**src/rtl/atx_pkg.sv**
```systemverilog
package atx_pkg;

  typedef enum logic [1:0] {
    ST_ARM   = 2'd0,
    ST_GAP   = 2'd1,
    ST_SHIFT = 2'd2
  } txState_t;

  // strobes from the control FSM to the datapath
  typedef struct packed {
    logic clear;     // transmitter held in reset
    logic loadWord;  // start a slot: copy held or previous word
    logic shiftBit;  // launch the next bit of the current word
    logic idleLine;  // drive the line low
  } txStrobe_t;

  // word length in bits for a length code, limited to the datapath width
  function automatic int unsigned wordBits(input logic [2:0] code,
                                           input int unsigned maxBits);
    int unsigned b;
    case (code)
      3'd0:    b = 8;
      3'd1:    b = 12;
      3'd2:    b = 16;
      3'd3:    b = 20;
      3'd4:    b = 24;
      default: b = 32;
    endcase
    return (b > maxBits) ? maxBits : b;
  endfunction

endpackage

```
**src/rtl/atx_ctrl.sv**
```systemverilog
module atx_ctrl
  import atx_pkg::*;
#(
  parameter int DATA_W  = 32,
  parameter int FRAME_W = 2,
  localparam int CNT_W  = $clog2(DATA_W)
) (
  input  logic               clk,
  input  logic               rstN,
  input  logic               txRst,
  input  logic               launch,
  input  logic               fsync,
  input  logic [2:0]         wordLenCode,
  input  logic [FRAME_W-1:0] frameLen,
  input  logic               dataDelay,
  input  logic               ignoreSync,
  output txStrobe_t          strobe
);

  txState_t           state, nxtState;
  logic [CNT_W-1:0]   remain, nxtRemain;
  logic [FRAME_W-1:0] slot, nxtSlot;
  logic [CNT_W-1:0]   lenM1;
  logic               lastSlot;
  logic               startFrame;
  logic               nextWord;

  assign lenM1    = CNT_W'(wordBits(wordLenCode, DATA_W) - 1);
  assign lastSlot = (slot >= frameLen);

  always_comb begin
    nxtState   = state;
    nxtRemain  = remain;
    nxtSlot    = slot;
    strobe     = '0;
    startFrame = 1'b0;
    nextWord   = 1'b0;
    if (txRst) begin
      strobe.clear = 1'b1;
      nxtState     = ST_ARM;
      nxtRemain    = '0;
      nxtSlot      = '0;
    end else if (launch) begin
      case (state)
        ST_ARM: begin
          if (fsync) startFrame = 1'b1;
          else       strobe.idleLine = 1'b1;
        end
        ST_GAP: begin
          if (fsync && !ignoreSync) startFrame = 1'b1;
          else                      nextWord   = 1'b1;
        end
        ST_SHIFT: begin
          if (remain != '0) begin
            if (fsync && dataDelay && lastSlot && remain == CNT_W'(1)) begin
              // expected sync on the final bit: next frame after one bit
              strobe.shiftBit = 1'b1;
              nxtSlot         = '0;
              nxtState        = ST_GAP;
            end else if (fsync && !ignoreSync) begin
              startFrame = 1'b1;
            end else begin
              strobe.shiftBit = 1'b1;
              nxtRemain       = remain - CNT_W'(1);
            end
          end else if (!lastSlot) begin
            if (fsync && !ignoreSync) begin
              startFrame = 1'b1;
            end else begin
              nextWord = 1'b1;
              nxtSlot  = slot + FRAME_W'(1);
            end
          end else begin
            if (fsync) begin
              startFrame = 1'b1;
            end else begin
              strobe.idleLine = 1'b1;
              nxtState        = ST_ARM;
            end
          end
        end
        default: begin
          strobe.idleLine = 1'b1;
          nxtState        = ST_ARM;
        end
      endcase
      if (startFrame) begin
        nxtSlot = '0;
        if (dataDelay) begin
          strobe.idleLine = 1'b1;
          nxtState        = ST_GAP;
        end else begin
          nextWord = 1'b1;
        end
      end
      if (nextWord) begin
        strobe.loadWord = 1'b1;
        nxtRemain       = lenM1;
        nxtState        = ST_SHIFT;
      end
    end
  end

  always_ff @(posedge clk or negedge rstN) begin
    if (!rstN) begin
      state  <= ST_ARM;
      remain <= '0;
      slot   <= '0;
    end else begin
      state  <= nxtState;
      remain <= nxtRemain;
      slot   <= nxtSlot;
    end
  end

  // holding the transmitter in reset returns it to waiting for a sync
  assert_rst_arms_R5: assert property (@(posedge clk) disable iff (!rstN)
    txRst |=> (state == ST_ARM));

  // without a sync an armed transmitter stays armed
  assert_wait_sync_R5: assert property (@(posedge clk) disable iff (!rstN)
    (state == ST_ARM && launch && !fsync && !txRst) |=> (state == ST_ARM));

  // nothing moves without a launch edge
  assert_no_move_R6: assert property (@(posedge clk) disable iff (!rstN)
    (!launch && !txRst) |=> $stable(state) && $stable(remain));

endmodule

```
**src/rtl/atx_datapath.sv**
```systemverilog
module atx_datapath
  import atx_pkg::*;
#(
  parameter int DATA_W = 32,
  localparam int SH_W  = $clog2(DATA_W) + 1
) (
  input  logic              clk,
  input  logic              rstN,
  input  txStrobe_t         strobe,
  input  logic [2:0]        wordLenCode,
  input  logic [DATA_W-1:0] wordData,
  input  logic              wordValid,
  output logic              wordReady,
  output logic              wordTaken,
  output logic              sdata,
  output logic              underrun
);

  logic [DATA_W-1:0] holdReg;
  logic              holdFull;
  logic [DATA_W-1:0] lastWord;
  logic [DATA_W-1:0] shReg;
  logic [DATA_W-1:0] pickWord;
  logic [DATA_W-1:0] aligned;
  logic [SH_W-1:0]   shiftAmt;

  assign wordReady = !holdFull;
  assign pickWord  = holdFull ? holdReg : lastWord;
  assign shiftAmt  = SH_W'(DATA_W - wordBits(wordLenCode, DATA_W));
  assign aligned   = pickWord << shiftAmt;

  always_ff @(posedge clk or negedge rstN) begin
    if (!rstN) begin
      holdReg   <= '0;
      holdFull  <= 1'b0;
      lastWord  <= '0;
      shReg     <= '0;
      sdata     <= 1'b0;
      underrun  <= 1'b0;
      wordTaken <= 1'b0;
    end else begin
      wordTaken <= 1'b0;
      if (wordValid && !holdFull) begin
        holdReg  <= wordData;
        holdFull <= 1'b1;
      end
      if (strobe.clear) begin
        shReg    <= '0;
        sdata    <= 1'b0;
        underrun <= 1'b0;
      end else if (strobe.loadWord) begin
        lastWord <= pickWord;
        sdata    <= aligned[DATA_W-1];
        shReg    <= aligned << 1;
        if (holdFull) begin
          holdFull  <= 1'b0;
          wordTaken <= 1'b1;
        end else begin
          underrun <= 1'b1;
        end
      end else if (strobe.shiftBit) begin
        sdata <= shReg[DATA_W-1];
        shReg <= shReg << 1;
      end else if (strobe.idleLine) begin
        sdata <= 1'b0;
      end
    end
  end

  // a word is only taken out of a register that was full
  assert_taken_from_full_R7: assert property (@(posedge clk) disable iff (!rstN)
    wordTaken |-> !$past(wordReady));

  // the taken pulse lasts a single cycle
  assert_taken_pulse_R7: assert property (@(posedge clk) disable iff (!rstN)
    wordTaken |=> !wordTaken);

  // underrun stays set until the transmitter is reset
  assert_underrun_sticky_R8: assert property (@(posedge clk) disable iff (!rstN)
    (underrun && !strobe.clear) |=> underrun);

endmodule

```
**src/rtl/audio_word_tx.sv**
```systemverilog
module audio_word_tx
  import atx_pkg::*;
#(
  parameter int DATA_W  = 32,
  parameter int FRAME_W = 2
) (
  input  logic               clk,
  input  logic               rstN,
  input  logic               txRst,
  input  logic               clkPol,
  input  logic               bclkRise,
  input  logic               bclkFall,
  input  logic               fsync,
  input  logic [2:0]         wordLenCode,
  input  logic [FRAME_W-1:0] frameLen,
  input  logic               dataDelay,
  input  logic               ignoreSync,
  input  logic [DATA_W-1:0]  wordData,
  input  logic               wordValid,
  output logic               wordReady,
  output logic               wordTaken,
  output logic               sdata,
  output logic               underrun
);

  txStrobe_t strobe;
  logic      launch;

  assign launch = clkPol ? bclkFall : bclkRise;

  atx_ctrl #(.DATA_W(DATA_W), .FRAME_W(FRAME_W)) ctrl (
    .clk        (clk),
    .rstN       (rstN),
    .txRst      (txRst),
    .launch     (launch),
    .fsync      (fsync),
    .wordLenCode(wordLenCode),
    .frameLen   (frameLen),
    .dataDelay  (dataDelay),
    .ignoreSync (ignoreSync),
    .strobe     (strobe)
  );

  atx_datapath #(.DATA_W(DATA_W)) dpath (
    .clk        (clk),
    .rstN       (rstN),
    .strobe     (strobe),
    .wordLenCode(wordLenCode),
    .wordData   (wordData),
    .wordValid  (wordValid),
    .wordReady  (wordReady),
    .wordTaken  (wordTaken),
    .sdata      (sdata),
    .underrun   (underrun)
  );

  // the line only moves after a launch edge or a transmitter reset
  assert_line_quiet_R6: assert property (@(posedge clk) disable iff (!rstN)
    (!launch && !txRst) |=> $stable(sdata));

  // the transmitter reset forces the line low
  assert_line_low_R5: assert property (@(posedge clk) disable iff (!rstN)
    txRst |=> !sdata);

endmodule

```
**config.mk**
```make
export PLATFORM = sky130hd
export DESIGN_NAME = audio_word_tx
export DESIGN_NICKNAME = d
export VERILOG_FILES = /design/src/rtl/atx_pkg.sv /design/src/rtl/atx_ctrl.sv /design/src/rtl/atx_datapath.sv /design/src/rtl/audio_word_tx.sv
export SDC_FILE = /design/constraint.sdc
export NUM_CORES = 1
export LEC_CHECK = 0
export ABC_CLOCK_PERIOD_IN_PS = 2600
export BUFFER_PORTS_ARGS = -buffer_cell sky130_fd_sc_hd__buf_2
export CORE_UTILIZATION = 41
export DETAILED_ROUTE_END_ITERATION = 10
export PLACE_DENSITY_LB_ADDON = 0.05
export REMOVE_ABC_BUFFERS = 1
export SLEW_MARGIN = 20
export SYNTH_ARGS = -nofsm -noshare
export SYNTH_HDL_FRONTEND = slang
export SYNTH_SLANG_ARGS = --single-unit
```
**constraint.sdc**
```tcl
create_clock -name clk -period 2.6 [get_ports clk]
set_clock_uncertainty 0.2 [all_clocks]
set_input_delay 0 -clock clk [delete_from_list [all_inputs] [get_ports clk]]
set_output_delay 0 -clock clk [all_outputs]
set_load 0.01 [all_outputs]
```
==> impl_results.md <==
* RSZ-0062 raised after global routing: true
* Fin cells at 944
* Post-synthesis adder-cell area fraction at 1.756%
* CTS buffer count at 9
* # setup viols final at 0
* WS Path Type: flip-flop to flip-flop
* Layout Nets at 784
* Uppermost routed layer: met4
* Internal power at 4.414 mW
* Worst-path clk slew at 0.08 ns
* Max Cap Viol at 0
* Cells after Synth at 610
* Hold Crit Class: primary input to flip-flop
* Logic pwr share at 38.4%
* Core Footprint at 0.01526 mm^2
* Via-to-Cell Ratio at 5.823
* H-tree levels at 3
* Post-synthesis cell type count at 60
* P&R area growth vs syn at 27.07%
* Max Transition Viols Final at 0
* Area contributors post-synth: dfrtp_1, mux2_2, mux4_2, mux2i_1, o221ai_1
* Worst slew margin at 60.59%
* Switch share at 34.74%
* Post-synthesis sequential area ratio at 42.15%
* Cell count after placement at 881
* Post-synth top area share at 42.15%
* Post-Synth Simple-Gate Area at 12.18%
* PortBufs at 50
* Synth warnings at 0
* Critical path peak fanout at 30
* Hpwl dp at 12490 um
* Post-layout min period at 2.583 ns
* Yosys reg bits at 108
* Worst setup margin at 0.01696 ns
* Num rows at 45
* Drt drc at 0
* Final Util at 53.39%
* Peak VDD IR at 627.9 uV
* Net Sw Power at 2.350 mW
* DR WL met2 at 8392 um
* CP startpoint kind: flip-flop
* Initial antenna violation count at 0
* Status: finished clean
* First-iteration detailed-routing DRC count at 397
* WP data required at 2.65 ns
* Total number of vias at 5497
* Total GRT Usage at 23.76%
* Root buf cell: clkbuf_16
* DRT Wirelength at 17970 um
* Skew-Pair Late Insertion Delay at 0.36 ns
* Hold Violations, Final at 0
* Dpl ws at -0.1161 ns
* Crit end category: flip-flop
* First-pass GRT wire length at 29810 um
* Die height at 127.0 um
* Largest family of logic cells by synthesized area: multiplexers
* Mux cell area share after synthesis at 22.09%
* CTS max path bufs at 2
* Antenna Cells at 0
* Clock power frac at 22.1%
* Mapped cell area at 0.006411 mm^2
* Worst-Margin Slew at 0.5849 ns
* Synth Flop Type: dfrtp_1
* Register area at 0.002703 mm^2
* Global route total overflow at 0
* Share of cells above drive strength 1 at 32.88%
* Final Wtd Congestion at 0.8271
* Fin Hold WS at 0.03731 ns
* # fillers at 1345
* Final critical-path share of the clock period at 99.35%
* Reg power frac at 39.5%
* PwrDens at 830.3 mW/mm^2
* CTS tree: done
* Met3 WL at 788 um
* Die ar. at 0.01614 mm^2
* Chip Width at 127.0 um
* CP Data Arrival Time at 2.63 ns
* M1 wire length at 8427 um
* Io pins at 51
* Avg WL per Cell at 19.03 um
* Multi-input combinational cell area at 0.003483 mm^2
* Detail Route Antenna Nets at 0
* Clk sinks at 108
* XOR/XNOR share of the synthesized area at 0%
* Largest net degree at the start of global routing at 74
* Max Freq at 0.3871 GHz
* Yosys top cell by area: dfrtp_1
* Syn avg cell area at 10.51 um^2
* Drt pass-1 iters at 5
* EDFF count, synth at 0
* Ys async rst share at 100.0%
* LEAKAGE at 3.585 nW
* Number of global-route vias before repair at 5416
* Starting Density at 42.02%
* Post-synthesis compound-gate area fraction at 16.84%
[layout by cell type (no fill, tap or decap), types with 3 or more instances in the layout]
cell | netlist | routed
or4_1 | 4 | 3
mux2i_1 | 29 | 28
buf_4 | 3 | 54
and3_1 | 6 | 6
ha_1 | 9 | 8
a31oi_1 | 3 | 3
nand2b_1 | 5 | 3
nand4_1 | 15 | 15
a21o_1 | 3 | 3
a21oi_1 | 29 | 29
a2bb2oi_1 | 8 | 6
o21ai_0 | 25 | 24
o211ai_1 | 3 | 3
o221a_2 | 3 | 3
inv_1 | 26 | 24
mux2_2 | 64 | 64
nor4_1 | 5 | 4
o221ai_1 | 26 | 26
buf_12 | 0 | 10
or2_2 | 3 | 3
nand3_1 | 24 | 24
nand2_1 | 54 | 54
dlygate4sd3_1 | 0 | 39
a22oi_1 | 11 | 10
nor2_1 | 22 | 22
nor3_1 | 7 | 5
o31ai_1 | 4 | 4
buf_2 | 12 | 49
a211oi_1 | 3 | 3
clkbuf_16 | 0 | 9
a221o_1 | 5 | 5
dfrtp_1 | 108 | 108
a32oi_1 | 4 | 4
mux4_2 | 17 | 17
clkinv_1 | 3 | 3
[cells by family (layout without fill, tap and decap cells)]
| kind of cell | count (synthesis) | after routing |
|---|---|---|
| simple gates | 156 | 156 |
| flops | 108 | 108 |
| compound gates | 149 | 149 |
| mux | 112 | 112 |
| fa+ha+maj | 9 | 9 |
| buf+inv | 76 | 199 |
[per-stage QoR]
stage                     area (um^2)  power (mW)    TNS, ns
after floorplan                  6201       4.217    -102.39
after global placement           7257       5.108   -0.05588
after detailed placement         7257       5.170    -0.6759
after CTS                        8015       6.735  -0.004328
after global routing             8147       7.195     -1.974
final                            8147       6.764          0
[worst max-delay path, stage by stage (launching register included)]
cell	delay [ns]
dfrtp_1	0.42
inv_2	0.07
ha_2	0.17
nand2b_1	0.06
or4_1	0.42
o211a_1	0.16
o21a_4	0.15
nor3_2	0.18
buf_12	0.23
mux2_2	0.36
[registers in the layout (all words and copies together), names as in the netlist]
| signal | flops |
|---|---|
| dpath.shReg | 31 |
| dpath.wordTaken | 1 |
| ctrl.slot | 2 |
| ctrl.remain | 5 |
| dpath.lastWord | 32 |
| dpath.underrun | 1 |
| ctrl.state | 2 |
| dpath.holdReg | 32 |
| dpath.sdata | 1 |
| dpath.holdFull | 1 |
[per-layer routing]
metal	up-vias	global-route usage, %
met5	-	0
met4	0	7.353
met3	31	3.936
met2	170	36.94
met1	2737	34.08
li1	2559	-
[power by group through the flow]
stage          Clock (mW)  Combinational (mW)  Sequential [mW]
3_5_place_dp            0                2.46             2.71
4_1_cts              1.53                2.53             2.68
5_1_grt              1.60                2.83             2.77
6_report             1.49                2.60             2.67
3_3_place_gp            0                2.43             2.68
2_1_floorplan           0                1.64             2.58
[area by class of cell]
cell class                 instances  share of cell area [%]
inverter                          29                   1.336
multi-input combinational        426                   42.76
tap                              211                   3.241
timing repair buffer             154                   15.56
sequential                       108                   33.17
clock buffer                      10                   2.933
clock inverter                     6                  0.9983
[path summary, 6_finish.rpt]
check | cells after the start | end | from | slack [ns]
max reg2reg | 9 | dpath.lastWord[6]$_DFFE_PN0P_ | ctrl.state[0]$_DFFE_PN0P_ | 0.02
max | 9 | dpath.lastWord[6]$_DFFE_PN0P_ | ctrl.state[0]$_DFFE_PN0P_ | 0.02
min reg2reg | 2 | dpath.underrun$_DFFE_PN0P_ | dpath.underrun$_DFFE_PN0P_ | 0.30
max in group asynchronous | 4 | dpath.lastWord[19]$_DFFE_PN0P_ | rstN | 1.29
min in group asynchronous | 4 | dpath.holdReg[2]$_DFFE_PN0P_ | rstN | 0.50
min | 5 | ctrl.state[0]$_DFFE_PN0P_ | bclkFall | 0.04
[synthesized netlist by cell type (4+ instances only)]
| library cell | number |
|---|---|
| a221o_1 | 5 |
| nand3_1 | 24 |
| mux2_2 | 64 |
| ha_1 | 9 |
| nor4_1 | 5 |
| o31ai_1 | 4 |
| buf_2 | 12 |
| a32oi_1 | 4 |
| mux2i_1 | 29 |
| o221ai_1 | 26 |
| clkbuf_1 | 28 |
| a21oi_1 | 29 |
| a22oi_1 | 11 |
| nand2b_1 | 5 |
| o21ai_0 | 25 |
| nand4_1 | 15 |
| nand2_1 | 54 |
| nor3_1 | 7 |
| inv_1 | 26 |
| a2bb2oi_1 | 8 |
| and3_1 | 6 |
| dfrtp_1 | 108 |
| or4_1 | 4 |
| nor2_1 | 22 |
| mux4_2 | 17 |
[repair_timing]
item / CTS / global route
gates resized for setup: 3 / 21
setup endpoints to repair: 34 / 63
setup buffers: 2 / 5
hold buffers: 40 / 0
pin swaps: 0 / 2
hold endpoints to repair: 152 / 0
Power figures use the tool's default switching activity.
